[src/rtl/dma2d_agen.sv]
module dma2d_agen #(
  parameter int ADDR_W = 32,
  parameter int CNT_W  = 16,
  parameter int STR_W  = 16,
  parameter int DESC_W = ADDR_W + 2*CNT_W + 2*STR_W + 3
) (
  input  logic              clk,
  input  logic              rst_n,
  input  logic              start_reg,
  input  logic [ADDR_W-1:0] reg_base,
  input  logic [CNT_W-1:0]  reg_xcnt,
  input  logic [STR_W-1:0]  reg_xstep,
  input  logic [CNT_W-1:0]  reg_ycnt,
  input  logic [STR_W-1:0]  reg_ystep,
  input  logic [1:0]        reg_esize,
  input  logic              reg_two_d,
  input  logic              desc_load,
  input  logic [DESC_W-1:0] desc_word,
  input  logic              xfer_ack,
  output logic              busy,
  output logic [ADDR_W-1:0] addr,
  output logic              row_end,
  output logic              done
);
  localparam int XC_LO = ADDR_W;
  localparam int XS_LO = XC_LO + CNT_W;
  localparam int YC_LO = XS_LO + STR_W;
  localparam int YS_LO = YC_LO + CNT_W;
  localparam int ES_LO = YS_LO + STR_W;
  localparam int MD_B  = ES_LO + 2;

  function automatic logic [ADDR_W-1:0] scale(input logic [STR_W-1:0] st, input logic [1:0] es);
    logic [ADDR_W-1:0] s;
    s = {{(ADDR_W-STR_W){st[STR_W-1]}}, st};
    case (es)
      2'd0:    scale = s;
      2'd1:    scale = s << 1;
      default: scale = s << 2;
    endcase
  endfunction

  logic [ADDR_W-1:0] ld_base;
  logic [CNT_W-1:0]  ld_xcnt, ld_ycnt;
  logic [STR_W-1:0]  ld_xstep, ld_ystep;
  logic [1:0]        ld_es;
  logic              ld_2d;

  always_comb begin
    if (start_reg) begin
      ld_base  = reg_base;
      ld_xcnt  = reg_xcnt;
      ld_xstep = reg_xstep;
      ld_ycnt  = reg_ycnt;
      ld_ystep = reg_ystep;
      ld_es    = reg_esize;
      ld_2d    = reg_two_d;
    end else begin
      ld_base  = desc_word[ADDR_W-1:0];
      ld_xcnt  = desc_word[XC_LO +: CNT_W];
      ld_xstep = desc_word[XS_LO +: STR_W];
      ld_ycnt  = desc_word[YC_LO +: CNT_W];
      ld_ystep = desc_word[YS_LO +: STR_W];
      ld_es    = desc_word[ES_LO +: 2];
      ld_2d    = desc_word[MD_B];
    end
  end

  logic              load;
  logic              step;
  logic [CNT_W-1:0]  xrem, yrem, xreload;
  logic [ADDR_W-1:0] xinc, yinc;

  assign load    = !busy && (start_reg || desc_load);
  assign step    = busy && xfer_ack;
  assign row_end = busy && (xrem == '0);
  assign done    = row_end && (yrem == '0);

  always_ff @(posedge clk) begin
    if (!rst_n) begin
      busy    <= 1'b0;
      addr    <= '0;
      xrem    <= '0;
      yrem    <= '0;
      xreload <= '0;
      xinc    <= '0;
      yinc    <= '0;
    end else if (load) begin
      busy    <= 1'b1;
      addr    <= ld_base;
      xrem    <= ld_xcnt - 1'b1;
      xreload <= ld_xcnt - 1'b1;
      yrem    <= ld_2d ? ld_ycnt - 1'b1 : '0;
      xinc    <= scale(ld_xstep, ld_es);
      yinc    <= scale(ld_ystep, ld_es);
    end else if (step) begin
      if (xrem != '0) begin
        addr <= addr + xinc;
        xrem <= xrem - 1'b1;
      end else if (yrem != '0) begin
        addr <= addr + yinc;
        xrem <= xreload;
        yrem <= yrem - 1'b1;
      end else begin
        busy <= 1'b0;
      end
    end
  end

  p_idle_quiet_r1: assert property (@(posedge clk) disable iff (!rst_n)
    !busy |-> (!row_end && !done));
  p_load_base_r2: assert property (@(posedge clk) disable iff (!rst_n)
    (!busy && start_reg) |=> (busy && addr == $past(reg_base)));
  p_hold_r12: assert property (@(posedge clk) disable iff (!rst_n)
    (busy && !xfer_ack) |=> (busy && $stable(addr)));
  p_done_row_r8: assert property (@(posedge clk) disable iff (!rst_n)
    done |-> row_end);
  p_finish_r8: assert property (@(posedge clk) disable iff (!rst_n)
    (busy && xfer_ack && done) |=> !busy);
  p_stay_busy_r11: assert property (@(posedge clk) disable iff (!rst_n)
    (busy && !done) |=> busy);
  p_inrow_step_r4: assert property (@(posedge clk) disable iff (!rst_n)
    (busy && xfer_ack && !row_end) |=> (addr == $past(addr) + $past(xinc)));
endmodule

[config.mk]
export PLATFORM = sky130hd
export DESIGN_NAME = dma2d_agen
export DESIGN_NICKNAME = d
export VERILOG_FILES = /design/src/rtl/dma2d_agen.sv
export SDC_FILE = /design/constraint.sdc
export NUM_CORES = 1
export LEC_CHECK = 0
export ABC_AREA = 1
export BUFFER_PORTS_ARGS = -buffer_cell sky130_fd_sc_hd__buf_4
export CELL_PAD_IN_SITES_DETAIL_PLACEMENT = 1
export CELL_PAD_IN_SITES_GLOBAL_PLACEMENT = 1
export CORE_ASPECT_RATIO = 1.5
export CORE_MARGIN = 5
export CORE_UTILIZATION = 30
export DETAILED_ROUTE_END_ITERATION = 8
export PLACE_DENSITY = 0.66
export SLEW_MARGIN = 20
export SYNTH_ARGS = -nofsm -noshare
export SYNTH_HDL_FRONTEND = slang
export SYNTH_SLANG_ARGS = --single-unit
export TNS_END_PERCENT = 1
[constraint.sdc]
create_clock -name clk -period 3.5 [get_ports clk]
set_input_delay 0 -clock clk [delete_from_list [all_inputs] [get_ports clk]]
set_output_delay 0 -clock clk [all_outputs]
set_load 0.05 [all_outputs]
==> results.toml <==
[status]
status = "complete, no violations"

[setup_path]
critPathMostFrequentCell = "nand2_1"
critPathBufInv = 4
critPathRequiredTime_ns = 3.87
worst_setup_path_end_kind = "register"
cp_slowest_cell = "dfxtp_2"
cp_cell_sequence = "inv_1 > ha_1 > nand3_2 > nor2_2 > nand2_2 > buf_12 > mux2i_1 > inv_1 > ha_1 > nand2_1 > inv_1 > nand2_1 > nor2_1 > nor2_1 > nand2_1 > xor2_1 > nand2_1 > a21oi_1"
arrival_ns = 3.63
crit_type = "reg2reg"
critPathMaxFanout = 18
max_stage_delay_ns = 0.36
startpoint_type = "register"
cpLargestDelayFamily = "simple AND/OR/NAND/NOR gates"

[logic_synthesis]
synth_most_common_cell = "nand2_1"
netlist.area_leader.share = 0.2417
synth_common_cells = "679 x nand2_1, 220 x inv_1, 150 x a21oi_1"
synth_edf_count = 0
yosysTopAreaCell = "nand2_1"
yosysWarnings = 0
synth_ff_type = "dfxtp_1"
synth_area_um2 = 10540
synth.avg_cell_area_um2 = 5.718
synthArstFlopShare = 0
synthCells = 1844
synthTopCellsByArea = "nand2_1 24%, dfxtp_1 22%, inv_1 7.8%, a21oi_1 7.1%, nand3_1 5.1%"
ys_types = 51
ys_ff_latch = 117
synth_nets = 2086
yosysSeqAreaShare = 0.2221

[cells_and_area]
final_nets = 2347
drive_above_1_share = 0.1700
syn2layout_area_growth_pct = 32.48
n_antenna_cell = 0
final_cells = 2591

[floorplanning]
start_util = 0.3022
io_pins = 238
design.core.area_um2 = 34890
die_h_um = 239.6
die_w_um = 163.1
row_count = 84
die_area_um2 = 39070

[drt]
wl_um = 43930
dr.pass1.iters = 5
first_iter_violations = 427
drt-vias-per-instance = 4.875
drt-wirelength-per-cell_um = 16.96
route.antenna.remaining_nets = 0
vias = 12630
drc = 0

[placed_design]
dp_hpwl_um = 34180
port_buffers = 237
post-place-ws_ns = -0.006673
routabilityCongestion = 0.9285
place_inst = 2496

[worst_hold_path]
hold_path.class = "in2reg"

[clock_tree]
cts_max_level = 4
tritoncts = "done"
clock_path_buffers = 2
cts.clk_slew.worst_paths_ns = 0.06
root_buffer = "clkbuf_16"
cts.sinks = 117
clk_latency_ns = 0.44
cts_buffers = 17

[sta]
final-setup-viol-count = 0
hold_viol = 0
setup_ws_ns = 0.2407
min_period_ns = 3.259
finalCritPeriodShare = 0.9312
worstMarginPinSlew_ns = 0.8656
slew_headroom = 0.4229
max_freq_ghz = 0.3068
rsz0062_at_grt = "true"
skew_ns = 0.01111
slew_violations = 0

[power_and_ir_drop]
leakage_nw = 7.493
power.density_nw_per_um2 = 442.5
ir_worst_vdd_mv = 0.2763
p_total_w = 0.006182

[global_route]
overflow = 0
grt_usage = 0.2212
antenna_found_initial = 0
grt_pass1_vias = 13320
grt_max_degree = 90
grt_pass1_wl_um = 68600

[flow_run]
maxCapViolCount = 0
registers in the layout, summed over array words and instances (netlist names):
name,cells
xrem,16
yrem,16
xreload,16
xinc,18
busy,1
addr,32
yinc,18
cell usage in the layout (no fill, tap or decap), drive strengths merged, types with 2 or more instances in the layout:
cell type	Yosys	layout
o21ai	120	120
dlygate4sd3	0	62
nor3	10	10
clkinv	1	8
nand2	687	687
and2	4	4
dfxtp	117	117
clkbuf	25	20
ha	38	38
mux2i	21	21
or2	11	11
nor2	164	164
a211oi	2	2
nand4	8	8
bufinv	0	2
xor2	31	31
buf	52	257
o2bb2ai	2	2
o31ai	3	3
xnor2	7	7
a21o	2	2
inv	226	224
a31oi	31	31
nand3	109	109
clkinvlp	0	5
o21bai	3	3
o22ai	3	3
o211ai	4	4
a21oi	151	151
nand3b	7	7
cell families after synthesis:
kind of cell	synth area share
DFF	0.2221
xor gates and xnor gates	0.03157
adders and majority gates	0.04699
and+or+nand+nor	0.3902
AOI/OAI and AO/OA	0.1699
muxes	0.01994
buffers and inverters	0.1193
layout make-up:
type	count	area, um^2
multi-input cells	1423	6990
clock buffers	20	466.7
well taps	473	591.8
inverters	227	860.8
clock inverters	12	127.6
fillers	4770	20930
flip-flops and latches	117	2344
repair buffers	319	2587
per-layer routing:
layer  global-route usage  part of all wire  vias to the layer above
met5                    0                 0                        -
met4              0.09995             0.041                        0
met3              0.02427             0.024                       75
met2               0.4324              0.55                      214
met1               0.2338              0.38                     5965
li1                     -                 -                     6376
final timing paths:
kind	slack (ns)	cells after the start	endpoint	startpoint
setup / recovery	0.24	18	addr[16]$_SDFFE_PN0P_	xrem[0]$_SDFFE_PN0P_
hold / removal	0.004	5	yinc[5]$_SDFFE_PN0P_	reg_ystep[5]
setup reg to reg	0.24	18	addr[16]$_SDFFE_PN0P_	xrem[0]$_SDFFE_PN0P_
hold reg to reg	0.46	2	xreload[14]$_SDFFE_PN0P_	xreload[14]$_SDFFE_PN0P_
power breakdown:
group	switching (W)	internal (W)
logic	0.00171	0.000968
registers	0.000176	0.00152
clock network	0.000712	0.00110
total	0.00259	0.00359
tightest hold or removal path, stage by stage:
cell     delay [ns]
buf_4          0.08
nand2_1        0.04
nand2_1        0.11
nand2_1        0.07
a31oi_1        0.11
stage by stage:
step	utilization	hold WS [ns]	TNS, ns	area, um^2
final	0.4003	0.004381	0	13970
after detailed placement	0.3635	0.3392	-0.006673	12680
after CTS	0.3984	0.0003642	0	13900
after global placement	0.3635	0.3180	-0.03207	12680
after floorplan	-	0.1876	0	10540
after global routing	0.4003	0.03105	-0.01126	13970
timing repair:
item | 4_1_cts | 5_1_grt
setup buffers | 0 | 1
gates resized for setup | 1 | 14
hold endpoints to repair | 35 | 0
hold buffers | 62 | 0
endpoints found under the setup margin | 1 | 24
(Power assumes the default switching activity.)
